<file path="config.mk">
export PLATFORM = sky130hd
export DESIGN_NAME = cfgio_port
export DESIGN_NICKNAME = d
export VERILOG_FILES = /design/src/rtl/cfgio_pkg.sv /design/src/rtl/cfgio_decode.sv /design/src/rtl/cfgio_lanes.sv /design/src/rtl/cfgio_port.sv
export SDC_FILE = /design/constraint.sdc
export NUM_CORES = 1
export LEC_CHECK = 0
export BUFFER_PORTS_ARGS = -buffer_cell sky130_fd_sc_hd__buf_2
export CAP_MARGIN = 20
export CORE_ASPECT_RATIO = 1.4
export CORE_MARGIN = 1.5
export CORE_UTILIZATION = 40
export DETAILED_ROUTE_END_ITERATION = 8
export GPL_ROUTABILITY_DRIVEN = 0
export GPL_TIMING_DRIVEN = 0
export SLEW_MARGIN = 30
export SYNTH_ARGS = -nofsm -noshare
export SYNTH_HDL_FRONTEND = slang
export SYNTH_SLANG_ARGS = --single-unit
</file>
<file path="constraint.sdc">
create_clock -name clk_i -period 2.8 [get_ports clk_i]
set_clock_uncertainty 0.2 [all_clocks]
set_input_delay 0 -clock clk_i [delete_from_list [all_inputs] [get_ports clk_i]]
set_output_delay 0 -clock clk_i [all_outputs]
set_load 0.01 [all_outputs]
</file>
<file path="src/rtl/cfgio_pkg.sv">
package cfgio_pkg;
  localparam int DW = 32;
  localparam int NB = DW / 8;

  typedef enum logic [1:0] {WIN_PTR = 2'd0, WIN_CFG = 2'd1, WIN_IO = 2'd2, WIN_NONE = 2'd3} win_e;
  typedef enum logic [1:0] {SZ_BYTE = 2'd0, SZ_HALF = 2'd1, SZ_WORD = 2'd2, SZ_BAD = 2'd3} size_e;
  typedef enum logic [1:0] {ST_IDLE, ST_REQ, ST_WAIT, ST_RESP} state_e;
endpackage

</file>
<file path="src/rtl/cfgio_decode.sv">
module cfgio_decode
  import cfgio_pkg::*;
#(
  parameter int AW = 32
) (
  input  logic [1:0]    win_i,
  input  logic [1:0]    size_i,
  input  logic [1:0]    off_i,
  input  logic [AW-1:0] base_i,
  output logic          legal_o,
  output logic          to_dn_o,
  output logic          is_io_o,
  output logic [AW-1:0] addr_o
);
  win_e  win;
  size_e sz;
  assign win = win_e'(win_i);
  assign sz  = size_e'(size_i);

  always_comb begin
    legal_o = 1'b0;
    unique case (win)
      WIN_PTR:  legal_o = (sz == SZ_WORD) && (off_i == 2'd0);
      WIN_CFG:  legal_o = (sz != SZ_BAD);
      WIN_IO: begin
        unique case (sz)
          SZ_BYTE: legal_o = 1'b1;
          SZ_HALF: legal_o = ~off_i[0];
          SZ_WORD: legal_o = (off_i == 2'd0);
          default: legal_o = 1'b0;
        endcase
      end
      default:  legal_o = 1'b0;
    endcase
  end

  assign is_io_o = (win == WIN_IO);
  assign to_dn_o = legal_o && (win != WIN_PTR);
  // I/O window adds the offset, config window ORs it
  assign addr_o  = is_io_o ? base_i + AW'(off_i) : base_i | AW'(off_i);
endmodule

</file>
<file path="src/rtl/cfgio_lanes.sv">
module cfgio_lanes
  import cfgio_pkg::*;
(
  input  logic [DW-1:0] data_i,
  input  logic [1:0]    size_i,
  input  logic          swap_i,
  output logic [DW-1:0] data_o
);
  int nb;

  always_comb begin
    unique case (size_i)
      2'd0:    nb = 1;
      2'd1:    nb = 2;
      default: nb = NB;
    endcase
  end

  for (genvar g = 0; g < NB; g++) begin : g_lane
    always_comb begin
      if (g >= nb)      data_o[8*g +: 8] = 8'h00;
      else if (swap_i)  data_o[8*g +: 8] = data_i[8*(nb-1-g) +: 8];
      else              data_o[8*g +: 8] = data_i[8*g +: 8];
    end
  end
endmodule

</file>
<file path="src/rtl/cfgio_port.sv">
module cfgio_port
  import cfgio_pkg::*;
#(
  parameter int AW = 32
) (
  input  logic          clk_i,
  input  logic          rst_ni,
  input  logic          cpu_req_i,
  input  logic          cpu_we_i,
  input  logic [1:0]    cpu_win_i,
  input  logic [1:0]    cpu_size_i,
  input  logic [1:0]    cpu_off_i,
  input  logic [31:0]   cpu_wdata_i,
  output logic          cpu_rsp_o,
  output logic          cpu_err_o,
  output logic [31:0]   cpu_rdata_o,
  output logic          dn_valid_o,
  input  logic          dn_ready_i,
  output logic          dn_io_o,
  output logic          dn_we_o,
  output logic [1:0]    dn_size_o,
  output logic [AW-1:0] dn_addr_o,
  output logic [31:0]   dn_wdata_o,
  input  logic          dn_done_i,
  input  logic [31:0]   dn_rdata_i
);
  state_e        state_q;
  logic [AW-1:0] ptr_q, addr_q;
  logic          io_q, we_q, err_q;
  logic [1:0]    size_q;
  logic [DW-1:0] wdata_q, rdata_q;

  logic          legal, to_dn, is_io;
  logic [AW-1:0] dec_addr;
  logic [DW-1:0] wd_lane, rd_lane;

  cfgio_decode #(.AW(AW)) i_decode (
    .win_i   (cpu_win_i),
    .size_i  (cpu_size_i),
    .off_i   (cpu_off_i),
    .base_i  (ptr_q),
    .legal_o (legal),
    .to_dn_o (to_dn),
    .is_io_o (is_io),
    .addr_o  (dec_addr)
  );

  cfgio_lanes i_wr_lanes (
    .data_i (cpu_wdata_i),
    .size_i (cpu_size_i),
    .swap_i (is_io),
    .data_o (wd_lane)
  );

  cfgio_lanes i_rd_lanes (
    .data_i (dn_rdata_i),
    .size_i (size_q),
    .swap_i (io_q),
    .data_o (rd_lane)
  );

  always_ff @(posedge clk_i or negedge rst_ni) begin
    if (!rst_ni) begin
      state_q <= ST_IDLE;
      ptr_q   <= '0;
      addr_q  <= '0;
      io_q    <= 1'b0;
      we_q    <= 1'b0;
      err_q   <= 1'b0;
      size_q  <= 2'd0;
      wdata_q <= '0;
      rdata_q <= '0;
    end else begin
      unique case (state_q)
        ST_IDLE: if (cpu_req_i) begin
          err_q <= ~legal;
          if (!legal) begin
            rdata_q <= '1;
            state_q <= ST_RESP;
          end else if (!to_dn) begin
            if (cpu_we_i) ptr_q <= {cpu_wdata_i[AW-1:2], 2'b00};
            rdata_q <= cpu_we_i ? '0 : DW'(ptr_q);
            state_q <= ST_RESP;
          end else begin
            io_q    <= is_io;
            we_q    <= cpu_we_i;
            size_q  <= cpu_size_i;
            addr_q  <= dec_addr;
            wdata_q <= cpu_we_i ? wd_lane : '0;
            rdata_q <= '0;
            state_q <= ST_REQ;
          end
        end
        ST_REQ: if (dn_ready_i) begin
          if (dn_done_i) begin
            rdata_q <= we_q ? '0 : rd_lane;
            state_q <= ST_RESP;
          end else begin
            state_q <= ST_WAIT;
          end
        end
        ST_WAIT: if (dn_done_i) begin
          rdata_q <= we_q ? '0 : rd_lane;
          state_q <= ST_RESP;
        end
        default: state_q <= ST_IDLE;
      endcase
    end
  end

  assign cpu_rsp_o   = (state_q == ST_RESP);
  assign cpu_err_o   = err_q;
  assign cpu_rdata_o = rdata_q;
  assign dn_valid_o  = (state_q == ST_REQ);
  assign dn_io_o     = io_q;
  assign dn_we_o     = we_q;
  assign dn_size_o   = size_q;
  assign dn_addr_o   = addr_q;
  assign dn_wdata_o  = wdata_q;

  AST_PTR_ALIGNED: assert property (@(posedge clk_i) disable iff (!rst_ni)
    ptr_q[1:0] == 2'b00);
  AST_IO_WORD_AT_ZERO: assert property (@(posedge clk_i) disable iff (!rst_ni)
    dn_valid_o && dn_io_o && dn_size_o == 2'd2 |-> dn_addr_o[1:0] == ptr_q[1:0]);
  AST_NO_BAD_SIZE: assert property (@(posedge clk_i) disable iff (!rst_ni)
    dn_valid_o |-> dn_size_o != 2'd3);
  AST_REQ_HELD: assert property (@(posedge clk_i) disable iff (!rst_ni)
    dn_valid_o && !dn_ready_i |=> dn_valid_o && $stable(dn_addr_o) && $stable(dn_wdata_o));
  AST_RSP_PULSE: assert property (@(posedge clk_i) disable iff (!rst_ni)
    cpu_rsp_o |=> !cpu_rsp_o);
  AST_ERR_NO_REQ: assert property (@(posedge clk_i) disable iff (!rst_ni)
    cpu_rsp_o && cpu_err_o |-> !$past(dn_valid_o));
endmodule

</file>
### Word-level counts from Yosys, hierarchy flattened

Cells that the tools add are included.

| word-level totals | value |
|---|---|
| flip-flop bits (word level) | 133 |
| input port bits | 76 |
| logic and storage cells | 101 |

| operators by class | value |
|---|---|
| $add $sub $neg | 9 |
| $lt $le $gt $ge | 8 |
| eq/ne operators | 12 |
| shift operators | 8 |
| mux-type cells | 37 |
| bitwise logic cells | 4 |
| reduce and logical (&&, ||, !) cells | 14 |

Operators by type and width:

| kind | count |
|---|---|
| two-way mux 32 bit | 9 |
| variable part select 32 x 32 -> 8 bit | 7 |
| two-way mux 8 bit | 16 |
| case mux 32 bit (3 select lines) | 1 |
| subtractor 29 x 3 -> 29 bit, second input constant | 2 |
| adder 32 x 2 -> 32 bit | 1 |
| bitwise OR 32 x 2 -> 32 bit | 1 |
| variable part select 32 x 7 -> 8 bit | 1 |
| subtractor 29 x 2 -> 29 bit, second input constant | 1 |
| greater-or-equal comparator 1 x 3 -> 1 bit, first input constant | 4 |
| greater-or-equal comparator 2 x 3 -> 1 bit, first input constant | 4 |
| case mux 3 bit (2 select lines) | 2 |
| zero test 2 bit | 5 |
| two-way mux 2 bit | 5 |
| subtractor 4 x 3 -> 5 bit, second input constant | 2 |
| equality test 2 x 1 -> 1 bit, second input constant | 4 |
| equality test 2 bit, second input constant | 4 |
| subtractor 3 x 1 -> 4 bit, second input constant | 2 |
| != test 2 bit, second input constant | 3 |
| case mux 1 bit (3 select lines) | 2 |
| case mux 2 bit (3 select lines) | 1 |
| AND reduction 3 bit | 2 |
| AND reduction 5 bit | 1 |
| subtractor 4 x 2 -> 5 bit, second input constant | 1 |
| 8 further kinds | 11 |

### Depth between registers and ports, before layout

Gate-level depths: netlist of run 1.

| logic depth | value |
|---|---|
| word-level depth | 11 |
| depth in mapped cells | 11 |

### Cells and area by module

From an unflattened synthesis of run 1, not the netlist that was laid out.

| second synthesis, totals | value |
|---|---|
| cells, all modules | 835 |
| area total of the unflattened synthesis | 8,434.3 um2 |

Modules (own cells, without submodules):

| module | instances | cells an instance | area an instance (um2) | sequential area each (um2) |
|---|---|---|---|---|
| cfgio_port | 1 | 419 | 5,542.8 | 3,328.2 |
| cfgio_lanes (i_rd_lanes) | 1 | 150 | 1,057.3 | 0.0 |
| cfgio_lanes (i_wr_lanes) | 1 | 153 | 1,026.0 | 0.0 |
| cfgio_decode | 1 | 113 | 808.3 | 0.0 |

### Least setup slack after synthesis of run 1

No wires, ideal clock.

| path | value |
|---|---|
| kind | register -> register |
| from | register size_q[1] (netlist: dn_size_o[1]) |
| to | register rdata_q[7] (netlist: cpu_rdata_o[7]) |
| arrival time | 2,311 ps |
| data required time | 2,470 ps |
| slack | 158 ps |
| stages on the path, launching flop included | 8 |
| path buffers | 1 |
| cells stage by stage | dfrtp_1 nor2_4 inv_1 ha_1 clkbuf_1 mux4_2 a222oi_1 a21oi_1 |

| on the way | value |
|---|---|
| longest elaborated chain between the ends | 10 |
| elaborated cells on any way between the ends | 12 |
| classes of those cells | add/sub (1); order compare (1); eq/ne (1); shift (1); mux (7); reduce/logical (1) |

Ends and longest elaborated chain:

| what | line | text |
|---|---|---|
| from (decl) | cfgio_port.sv:30 | `logic [1:0] size_q;` |
| from (signal assigned) | cfgio_port.sv:87 | `size_q <= cpu_size_i;` |
| equality test 2 x 1 -> 1 bit or zero test 2 bit (tied branches) | cfgio_lanes.sv:12 | `unique case (size_i)` |
| case mux 3 bit (2 select lines) (*) | cfgio_lanes.sv:12 |  |
| subtractor 3 x 1 -> 4 bit | cfgio_lanes.sv:22 | `else if (swap_i) data_o[8*g +: 8] = data_i[8*(nb-1-g) +: 8];` |
| variable part select 32 x 7 -> 8 bit | cfgio_lanes.sv:22 |  |
| two-way mux 8 bit | cfgio_lanes.sv:22 |  |
| two-way mux 8 bit (*) | cfgio_lanes.sv:21 | `if (g >= nb) data_o[8*g +: 8] = 8'h00;` |
| two-way mux 32 bit (*) | cfgio_port.sv:96, cfgio_port.sv:103 |  |
| two-way mux 32 bit (*) | cfgio_port.sv:95, cfgio_port.sv:102 |  |
| two-way mux 32 bit | cfgio_port.sv:94 | `ST_REQ: if (dn_ready_i) begin` |
| case mux 32 bit (3 select lines) (*) | cfgio_port.sv:74 | `unique case (state_q)` |
| to (signal assigned) | cfgio_port.sv:82 | `rdata_q <= cpu_we_i ? '0 : DW'(ptr_q);` |
| to (signal assigned) | cfgio_port.sv:96 | `rdata_q <= we_q ? '0 : rd_lane;` |
| to (signal assigned) | cfgio_port.sv:103 | `rdata_q <= we_q ? '0 : rd_lane;` |
| to (decl) | cfgio_port.sv:31 | `logic [DW-1:0] wdata_q, rdata_q;` |

Mark *: on every way between the ends. The rest lies on a longest branch, timed or not. The select of a mux whose other input is x is not followed.
A chain may end at the register's enable or synchronous reset.

### Worst setup path in the final report of run 1

| path | value |
|---|---|
| from | register state_q[1] |
| to | register rdata_q[14] (netlist: cpu_rdata_o[14]) |

| on the way | value |
|---|---|
| longest elaborated chain between the ends | 3 |
| elaborated cells on any way between the ends | 8 |
| classes of those cells | eq/ne (4); mux (1); reduce/logical (3) |

Ends and longest elaborated chain:

| what | line | text |
|---|---|---|
| from (decl) | cfgio_port.sv:27 | `state_e state_q;` |
| from (signal assigned) | cfgio_port.sv:64 | `state_q <= ST_IDLE;` |
| from (signal assigned) | cfgio_port.sv:79 | `state_q <= ST_RESP;` |
| from (signal assigned) | cfgio_port.sv:83 | `state_q <= ST_RESP;` |
| equality test 2 x 1 -> 1 bit, or another cell as far along | cfgio_port.sv:74 |  |
| != test 2 x 1 -> 1 bit (no source line), or another cell as far along | n/a |  |
| AND reduction 3 bit (no source line) | n/a |  |

Parallel ways exist; a longest one is shown, timed or not.

==> results of run 1 <==
[synth_stat cells, drive strengths merged, types with 10 or more instances]
master   number
a22oi        32
nor2         55
mux2         65
o21ai        11
clkbuf       30
a21oi        43
nor2b        10
a22o         17
nand3        11
buf          19
nand2        35
o2bb2ai      16
o31ai        11
dfrtp       133
[power groups by stage]
| stage | Combinational (mW) | Clock, mW | Sequential, mW |
|---|---|---|---|
| CTS | 3.93 | 2.39 | 3.03 |
| global placement | 3.63 | 0 | 3.03 |
| floorplan | 2.12 | 0 | 3.22 |
| detailed placement | 3.72 | 0 | 3.06 |
| global route | 4.30 | 2.47 | 3.12 |
| finish | 3.97 | 2.36 | 3.04 |
[registers in the layout, summed over array words and instances, names as in the netlist]
| signal | count |
|---|---|
| cpu_err_o | 1 |
| cpu_rdata_o | 32 |
| dn_addr_o | 32 |
| dn_io_o | 1 |
| dn_size_o | 2 |
| dn_wdata_o | 32 |
| dn_we_o | 1 |
| ptr_q | 30 |
| state_q | 2 |
[cells by family (layout without fill, tap and decap cells)]
logic type	count (synthesis)	count (layout)	share of synthesized area, %
compound gates	196	196	21.3
buf+inv	58	365	4.15
fa+ha+maj	8	8	1.48
xor+xnor	1	1	0.129
mux	73	73	13.7
flops	133	133	49.1
simple gates	141	141	10.1
[critical path: cells and delay by family (launching register included)]
| family | cells | cell delay [ns] |
|---|---|---|
| mux | 1 | 0.23 |
| simple gates | 1 | 0.14 |
| compound gates | 2 | 0.33 |
| fa+ha+maj | 1 | 0.32 |
| buf+inv | 4 | 0.90 |
| flops | 1 | 0.42 |
[what timing repair did]
action | 4_1_cts | 5_1_grt
setup endpoints to repair | 17 | 20
pin swaps | 0 | 2
gates resized for setup | 1 | 8
cloned | 0 | 1
endpoints found under the hold margin | 233 | 0
hold buffers | 89 | 0
setup buffers | 2 | 7
[stage by stage]
| step | TNS (ns) | total power, mW | worst slack, ns |
|---|---|---|---|
| after floorplan | 0 | 5.34 | 0.158 |
| after global placement | -13.96 | 6.66 | -0.165 |
| after detailed placement | -1.42 | 6.78 | -0.230 |
| after CTS | 0 | 9.36 | 0.00620 |
| after global routing | 0 | 9.90 | 0.0232 |
| final | 0 | 9.38 | 0.109 |
[cell type report]
type	instances	area share (%)
clock buffers	20	4.77
inverters	9	0.353
plain buffers	48	2.69
multi-input cells	419	33.2
flip-flops and latches	133	34.8
well taps	203	2.65
clock inverters	12	1.75
repair buffers	276	19.8
[per-layer routing]
layer / global-route usage (%) / vias to the layer above / share of wire (%)
li1: - / 2905 / -
met5: 0 / - / 0
met3: 5.24 / 80 / 7.0
met1: 31.6 / 3059 / 39
met4: 15.7 / 0 / 4.7
met2: 45.5 / 355 / 49
[final timing paths]
check / from / end / slack (ns) / cells after the start
worst max register to register: state_q[1]$_DFFE_PN0P_ / cpu_rdata_o[14]$_DFFE_PN0P_ / 0.11 / 9
min in group asynchronous: rst_ni / cpu_rdata_o[18]$_DFFE_PN0P_ / 0.46 / 4
max in group asynchronous: rst_ni / ptr_q[6]$_DFFE_PN0P_ / 1.57 / 4
worst min register to register: dn_wdata_o[2]$_DFFE_PN0P_ / dn_wdata_o[2]$_DFFE_PN0P_ / 0.29 / 1
worst max-delay path: state_q[1]$_DFFE_PN0P_ / cpu_rdata_o[14]$_DFFE_PN0P_ / 0.11 / 9
worst min-delay path: cpu_size_i[1] / cpu_err_o$_DFFE_PN0P_ / 0.06 / 4
==> out/results.ini, run 1 <==
[sta]
holdWs_ns = 0.0565
worst_slew_pin_slew_ns = 0.864
setup_viol = 0
rsz0062_at_grt = false
fin_crit_ns = 2.69
fmax_mhz = 372
slew_headroom_pct = 42.3
hold_viol = 0
finalCritPeriodShare_pct = 96.1
drv_slew = 0

[drt]
wl_per_cell_um = 21.2
drt_iter0_drc = 453
wirelength_mm = 23.8
vias = 6399
dr.pass1.iters = 5
drc = 0
avgViaCountPerCell = 5.71
ant_nets = 0

[setup_path]
arrival_ns = 2.78
critPathMaxFanout = 10
crit_chain = inv_1 > ha_2 > mux2_2 > and3_1 > clkbuf_1 > o31a_1 > buf_4 > buf_2 > a31oi_1
cp-end-kind = register
path_class = reg -> reg
start_kind = register
max_stage_delay_ns = 0.42
cp_slowest_cell = dfrtp_1
required_ns = 2.89

[run]
max_cap_viol_count = 0

[worst_hold_path]
hp-class = in -> reg

[placement]
dpl.cell_count = 990
dpl.hpwl_mm = 17.4
placed_area_sq_um = 7950
port_buffers = 176

[cts]
clkLatencyLatePin_ns = 0.43
cts_tree = built
cts_sinks = 133
htree_levels = 4
cts_made_buffers = 17
cts-root-buf = clkbuf_16
clock_path_buffers = 2
clkSlewWorstSetupHoldPaths_ns = 0.06

[final_layout]
multiInputGateArea_sq_um = 3170
final_util_pct = 57.4
mostFrequentLayoutCell = buf_2
ff_latch_area_sq_um = 3330
finalNetCount = 988
num_antenna_cells = 0
drive_above_1_share_pct = 32.1
fin_area_sq_um = 9570
fill_cells = 1494
area_delta_synth_final_pct = 41.2
mostFrequentLayoutCells = buf_2, dfrtp_1, dlygate4sd3_1, nor2_1, a21oi_1
fin_cells = 1120

[global_route]
grt_pass1_wl_mm = 35.6
grt_pass1_vias = 6423
grt-ovfl-total = 0
grt_use_total_pct = 26.8
grt_max_degree = 81
antenna_found_initial = 0

[logic_synthesis]
syn_area_sq_um = 6780
synth_cells = 610
avgSynthCellArea_sq_um = 11.1
synthFlopType = dfrtp_1
ys_seq_elements = 133
yosysWarningCount = 0
yosysTopAreaCell = dfrtp_1
synth_area_leaders = dfrtp_1, mux2_2, mux2_1
synth_cell_types = 54
syn-num-nets = 694
asyncSetResetFlopFracSynth_pct = 100
yosys.area.top_type_share_pct = 49.1
yosysSeqAreaShare_pct = 49.1
synth_edf_count = 0

[power_and_ir_drop]
seq_power_share_pct = 32.5
p_sw_share_pct = 37.6
vdd_drop_max_mv = 0.521
p_switching_mw = 3.53
powerDensity_nw_per_um2 = 980
leakage_nw = 4.66
p_int_mw = 5.85
clock_power_share_pct = 25.2
p_comb_share_pct = 42.4

[die]
core_sq_um = 16700
die_h_um = 157
fp.dieW_um = 113
rows = 56
ios = 179
dieArea_sq_um = 17700
start_util_pct = 40.7

[run_status]
status = complete, no violations

No activity file was read; power rests on OpenSTA's default activity.
==> run 2, diff against run 1 <==
--- a/config.mk
+++ b/config.mk
@@ -7,12 +7,15 @@
 export LEC_CHECK = 0
 export BUFFER_PORTS_ARGS = -buffer_cell sky130_fd_sc_hd__buf_2
 export CAP_MARGIN = 20
+export CELL_PAD_IN_SITES_DETAIL_PLACEMENT = 0
+export CELL_PAD_IN_SITES_GLOBAL_PLACEMENT = 2
 export CORE_ASPECT_RATIO = 1.4
 export CORE_MARGIN = 1.5
-export CORE_UTILIZATION = 40
+export CORE_UTILIZATION = 33
 export DETAILED_ROUTE_END_ITERATION = 8
 export GPL_ROUTABILITY_DRIVEN = 0
 export GPL_TIMING_DRIVEN = 0
+export PLACE_DENSITY_LB_ADDON = 0.1
 export SLEW_MARGIN = 30
 export SYNTH_ARGS = -nofsm -noshare
 export SYNTH_HDL_FRONTEND = slang
==> out/results.ini, run 2 (same netlist as run 1, synthesis figures left out) <==
[global_route]
grt_pass1_vias = 6535  ; +1.7%
grt_max_degree = 91  ; +12%
grt_use_total_pct = 23.6  ; -3.2 points
grt_pass1_wl_mm = 37.5  ; +5.3%
grt-ovfl-total = 0  ; unchanged
antenna_found_initial = 0  ; unchanged

[die]
start_util_pct = 33.9  ; -6.8 points
core_sq_um = 20000  ; +20%
rows = 61  ; +8.9%
fp.dieW_um = 124  ; +9.8%
ios = 179  ; unchanged
dieArea_sq_um = 21400  ; +21%
die_h_um = 173  ; +9.9%

[drt]
dr.pass1.iters = 5  ; unchanged
avgViaCountPerCell = 5.39  ; -5.7%
ant_nets = 0  ; unchanged
drt_iter0_drc = 423  ; -6.6%
drc = 0  ; unchanged
wl_per_cell_um = 21.3  ; +0.16%
vias = 6350  ; -0.77%
wirelength_mm = 25.1  ; +5.4%

[cts]
cts_sinks = 133  ; unchanged
htree_levels = 4  ; unchanged
cts_tree = built
clkLatencyLatePin_ns = 0.42  ; about the same
cts-root-buf = clkbuf_16
clkSlewWorstSetupHoldPaths_ns = 0.06  ; about the same
cts_made_buffers = 17  ; unchanged
clock_path_buffers = 2  ; unchanged

[setup_path]
crit_chain = and2_1 > clkbuf_1 > clkbuf_1 > a22oi_1 > dlygate4sd3_1 > a2bb2oi_1 > a21oi_1
cp-end-kind = register
required_ns = 2.94  ; +0.05 ns
crit_top_cell = clkbuf_1
critPathMaxFanout = 10  ; unchanged
r2r_cells = 7  ; -2
path_class = reg -> reg
max_stage_delay_ns = 0.59  ; +0.17 ns
start_kind = register
arrival_ns = 2.80  ; +0.02 ns
cp_slowest_cell = dlygate4sd3_1
r2r_slack_ns = 0.14  ; +0.03 ns

[final_layout]
fill_cells = 1907  ; +28%
drive_above_1_share_pct = 30.7  ; -1.3 points
mostFrequentLayoutCells = buf_2, dfrtp_1, dlygate4sd3_1, nor2_1, a21oi_1
mostFrequentLayoutCell = buf_2
finalNetCount = 998  ; +1.0%
area_delta_synth_final_pct = 43.4
final_util_pct = 48.6  ; -8.8 points
num_antenna_cells = 0  ; unchanged

[worst_hold_path]
min_path_cells = 4  ; unchanged
hp-class = in -> reg

[power_and_ir_drop]
finalPower_mw = 9.26  ; -1.3%
seq_power_share_pct = 32.6  ; about the same
p_sw_share_pct = 37.8  ; +0.13 points
p_int_mw = 5.76  ; -1.5%
vdd_drop_max_mv = 0.429  ; -18%
p_switching_mw = 3.50  ; -0.94%
p_comb_share_pct = 43.6  ; +1.2 points
powerDensity_nw_per_um2 = 952  ; -2.8%
clock_power_share_pct = 23.8  ; -1.4 points
leakage_nw = 4.71  ; +1.1%

[placement]
port_buffers = 176  ; unchanged
dpl.hpwl_mm = 19.0  ; +9.2%
place_ws_ns = -0.234  ; -0.00471 ns

[sta]
drv_slew = 0  ; unchanged
fin_crit_ns = 2.66  ; -0.0347 ns
finalCritPeriodShare_pct = 94.9  ; -1.2 points
slew_headroom_pct = 36.4  ; -5.9 points
rsz0062_at_grt = false
hold_viol = 0  ; unchanged
setup_viol = 0  ; unchanged
worst_slack_ns = 0.143  ; +0.0347 ns
holdWs_ns = 0.0252  ; -0.0314 ns
worst_slew_pin_slew_ns = 0.953  ; +0.0885 ns
fmax_mhz = 376  ; +1.3%

[run_status]
status = complete, no violations

[run]
max_cap_viol_count = 0  ; unchanged

[run 2: routing by layer]
layer,GRT usage [%],vias up,wire length (um)
li1,-,2919,-
met1,29.0,3094,10300
met2,40.5,287,12400
met3,3.33,50,1350
met4,10.5,0,1040
met5,0,-,0
[run 2: worst paths after layout]
path	start	end
hold / removal	cpu_we_i	dn_wdata_o[27]$_DFFE_PN0P_
max in group asynchronous	rst_ni	dn_wdata_o[14]$_DFFE_PN0P_
setup / recovery	dn_size_o[1]$_DFFE_PN0P_	cpu_rdata_o[23]$_DFFE_PN0P_
setup reg to reg	dn_size_o[1]$_DFFE_PN0P_	cpu_rdata_o[23]$_DFFE_PN0P_
hold reg to reg	dn_wdata_o[21]$_DFFE_PN0P_	dn_wdata_o[21]$_DFFE_PN0P_
min in group asynchronous	rst_ni	dn_addr_o[26]$_DFFE_PN0P_
[run 2: final cells by class]
class | instances | area [sq um] | share of cell area [%]
Timing Repair Buffer | 287 | 2030 | 20.9
Clock buffer | 21 | 450 | 4.63
Clock inverter | 11 | 128 | 1.31
Buffer | 47 | 254 | 2.61
Multi-Input combinational cell | 419 | 3170 | 32.7
Tap cell | 252 | 315 | 3.24
Sequential cell | 133 | 3330 | 34.2
Inverter | 9 | 37.5 | 0.386
[run 2: what timing repair did]
action,CTS,global route
resized for setup,0,10
pin swaps,0,2
hold buffers,108,0
endpoints found under the setup margin,30,67
buffers inserted,1,1
endpoints found under the hold margin,232,0
[run 2: through the flow]
step	std cells	setup TNS [ns]	cell area, sq um
3_3_place_gp	1038	-25.64	7980
6_report	1179	0	9720
5_1_grt	1179	0	9720
4_1_cts	1179	0	9690
2_1_floorplan	610	0	6780
3_5_place_dp	1039	-1.84	8010
[run 2: critical path: cells and delay by family (launching register included)]
family	cells	cell delay (ns)
AND/OR/NAND/NOR	1	0.17
AO/OA/AOI/OAI	3	0.44
flip-flops	1	0.50
buffers and inverters	3	1.27
[run 2: power by group through the flow]
stage | Sequential [mW] | Clock, mW | Combinational (mW)
after floorplan | 3.22 | 0 | 2.12
after global placement | 3.03 | 0 | 3.73
after detailed placement | 3.05 | 0 | 3.78
after CTS | 3.02 | 2.24 | 4.04
after global routing | 3.10 | 2.36 | 4.39
final | 3.02 | 2.20 | 4.03
==> run 3, diff against run 2 <==
--- a/config.mk
+++ b/config.mk
@@ -7,11 +7,11 @@
 export LEC_CHECK = 0
 export BUFFER_PORTS_ARGS = -buffer_cell sky130_fd_sc_hd__buf_2
 export CAP_MARGIN = 20
-export CELL_PAD_IN_SITES_DETAIL_PLACEMENT = 0
-export CELL_PAD_IN_SITES_GLOBAL_PLACEMENT = 2
+export CELL_PAD_IN_SITES_DETAIL_PLACEMENT = 1
+export CELL_PAD_IN_SITES_GLOBAL_PLACEMENT = 1
 export CORE_ASPECT_RATIO = 1.4
 export CORE_MARGIN = 1.5
-export CORE_UTILIZATION = 33
+export CORE_UTILIZATION = 40
 export DETAILED_ROUTE_END_ITERATION = 8
 export GPL_ROUTABILITY_DRIVEN = 0
 export GPL_TIMING_DRIVEN = 0
==> out/results.ini, run 3 (same netlist as run 1, synthesis figures left out) <==
[sta]
setup_viol = 0  ; unchanged
fin_crit_ns = 2.72  ; +0.0650 ns
drv_slew = 0  ; unchanged
worst_slew_pin_slew_ns = 0.889  ; -0.0641 ns
holdWs_ns = 0.0347  ; +0.00949 ns
slew_headroom_pct = 40.7  ; +4.3 points
hold_viol = 0  ; unchanged
finalCritPeriodShare_pct = 97.2  ; +2.3 points
fmax_mhz = 367  ; -2.4%

[setup_path]
cp.depth = 10  ; +3
crit_chain = dlygate4sd3_1 > buf_6 > nor2b_1 > clkbuf_2 > a32o_2 > nor4b_4 > buf_4 > buf_4 > mux2_2 > dlygate4sd3_1
worst-path-buf-inv = 6  ; +3
r2r_slack_ns = 0.10  ; -0.04 ns
reg2reg_to = ptr_q[9]$_DFFE_PN0P_
cp-end-kind = register
cp_slowest_cell = dlygate4sd3_1
crit_start = cpu_win_i[1]
critPathMaxFanout = 10  ; unchanged
max_stage_delay_ns = 0.56  ; -0.03 ns
start_kind = input port
path_class = in -> reg
arrival_ns = 2.83  ; +0.03 ns
path_delay_family = buffers and inverters
timing.rr.start = state_q[0]$_DFFE_PN0P_
required_ns = 2.90  ; -0.04 ns
r2r_cells = 8  ; +1

[drt]
avgViaCountPerCell = 5.78  ; +7.3%
wl_per_cell_um = 23.1  ; +8.8%
dr.pass1.iters = 7  ; +2
vias = 6529  ; +2.8%
ant_nets = 0  ; unchanged
drt_iter0_drc = 434  ; +2.6%
wirelength_mm = 26.1  ; +4.3%
drc = 0  ; unchanged

[final_layout]
num_antenna_cells = 0  ; unchanged
area_delta_synth_final_pct = 42.9
drive_above_1_share_pct = 31.2  ; +0.43 points
fin_cells = 1130  ; -4.2%
fill_cells = 1834  ; -3.8%
mostFrequentLayoutCell = buf_2
mostFrequentLayoutCells = buf_2, dfrtp_1, dlygate4sd3_1, nor2_1, a21oi_1
fin_area_sq_um = 9690  ; -0.35%
finalNetCount = 998  ; unchanged

[placement]
dpl.cell_count = 990  ; -4.7%
dpl.hpwl_mm = 18.7  ; -2.0%
placed_area_sq_um = 7950  ; -0.77%
port_buffers = 176  ; unchanged

[power_and_ir_drop]
vdd_drop_max_mv = 0.461  ; +7.5%
finalPower_mw = 9.43  ; +1.9%
clock_power_share_pct = 24.3  ; +0.5 points
p_comb_share_pct = 43.5  ; about the same
p_switching_mw = 3.72  ; +6.6%
powerDensity_nw_per_um2 = 974  ; +2.2%
leakage_nw = 4.73  ; +0.36%
p_int_mw = 5.70  ; -0.96%
p_sw_share_pct = 39.5  ; +1.7 points
seq_power_share_pct = 32.2  ; -0.4 points

[worst_hold_path]
hp-class = in -> reg
min_delay_worst_endpoint = cpu_err_o$_DFFE_PN0P_
min_path_cells = 4  ; unchanged
min-delay-start = cpu_win_i[0]

[global_route]
grt_use_total_pct = 29.4  ; +5.8 points
antenna_found_initial = 0  ; unchanged
grt_max_degree = 81  ; -11%
grt_pass1_vias = 7025  ; +7.5%
grt_pass1_wl_mm = 39.2  ; +4.5%
grt-ovfl-total = 0  ; unchanged

[die]
ios = 179  ; unchanged
start_util_pct = 40.7  ; +6.8 points
dieArea_sq_um = 17700  ; -17%
fp.dieW_um = 113  ; -8.9%
core_sq_um = 16700  ; -17%
rows = 56  ; -8.2%
die_h_um = 157  ; -9.0%

[cts]
cts_made_buffers = 17  ; unchanged
cts-root-buf = clkbuf_16
cts_sinks = 133  ; unchanged
clock_path_buffers = 2  ; unchanged
cts_tree = built
clkSlewWorstSetupHoldPaths_ns = 0.07  ; about the same
htree_levels = 4  ; unchanged
clkLatencyLatePin_ns = 0.43  ; about the same

[run]
max_cap_viol_count = 0  ; unchanged

[run_status]
status = complete, no violations

==> run 3: cell count changes in the layout (fill, tap and decap cells not counted), sizes merged <==
cell,before,now
dlygate4sd3,107,106
clkinv,7,5
buf,199,200
clkinvlp,3,2
bufinv,2,1
clkbuf,49,45
inv,8,16
==> run 3: power by group through the flow <==
| stage | clock, mW | sequential [mW] | combinational, mW |
|---|---|---|---|
| after CTS | 2.31 | 3.03 | 4.03 |
| after global routing | 2.39 | 3.12 | 4.43 |
| after floorplan | 0 | 3.22 | 2.12 |
| after global placement | 0 | 3.02 | 3.67 |
| after detailed placement | 0 | 3.05 | 3.79 |
| final | 2.29 | 3.04 | 4.10 |
==> run 3: worst max-delay path by stage <==
stage,endpoint,slack (ns)
3_5_place_dp,cpu_rdata_o[7]$_DFFE_PN0P_,-0.18
4_1_cts,ptr_q[9]$_DFFE_PN0P_,0.01
6_report,ptr_q[9]$_DFFE_PN0P_,0.08
2_1_floorplan,cpu_rdata_o[7]$_DFFE_PN0P_,0.16
3_3_place_gp,dn_wdata_o[19]$_DFFE_PN0P_,-0.19
5_1_grt,ptr_q[27]$_DFFE_PN0P_,-0.00003
==> run 3: per-stage QoR <==
step                      setup slack (ns)  util (%)  setup TNS [ns]
after floorplan                      0.158         -               0
after global placement              -0.186      47.5          -22.84
after detailed placement            -0.182      47.7           -2.00
after CTS                          0.00994      57.8               0
after global routing            -0.0000298      58.1      -0.0000298
final                               0.0783      58.1               0
==> run 3: tightest hold or removal path, stage by stage <==
cell	delay (ns)
buf_2	0.15
inv_1	0.11
a211oi_1	0.11
o31ai_1	0.24
==> run 3: routing by layer <==
layer	vias to the layer above	routed length, um	global-route usage [%]
met5	-	0	0
met4	0	1300	16.8
met3	78	1210	3.97
met2	307	13200	51.7
met1	3232	10400	34.3
li1	2912	-	-
==> run 3: what timing repair did <==
action / in CTS / in global routing
gates cloned: 0 / 1
endpoints found under the hold margin: 232 / 0
hold buffers: 107 / 0
resized for setup: 1 / 9
endpoints found under the setup margin: 30 / 49
pin swaps: 0 / 2
buffers inserted: 0 / 2
==> run 3: cell type report <==
type | count | area (sq um) | area share (%)
clock inverters | 15 | 179 | 1.85
plain buffers | 47 | 250 | 2.58
clock buffers | 17 | 425 | 4.39
well taps | 203 | 254 | 2.62
flip-flops and latches | 133 | 3330 | 34.4
multi-input cells | 419 | 3180 | 32.9
inverters | 9 | 37.5 | 0.388
repair buffers | 287 | 2030 | 20.9
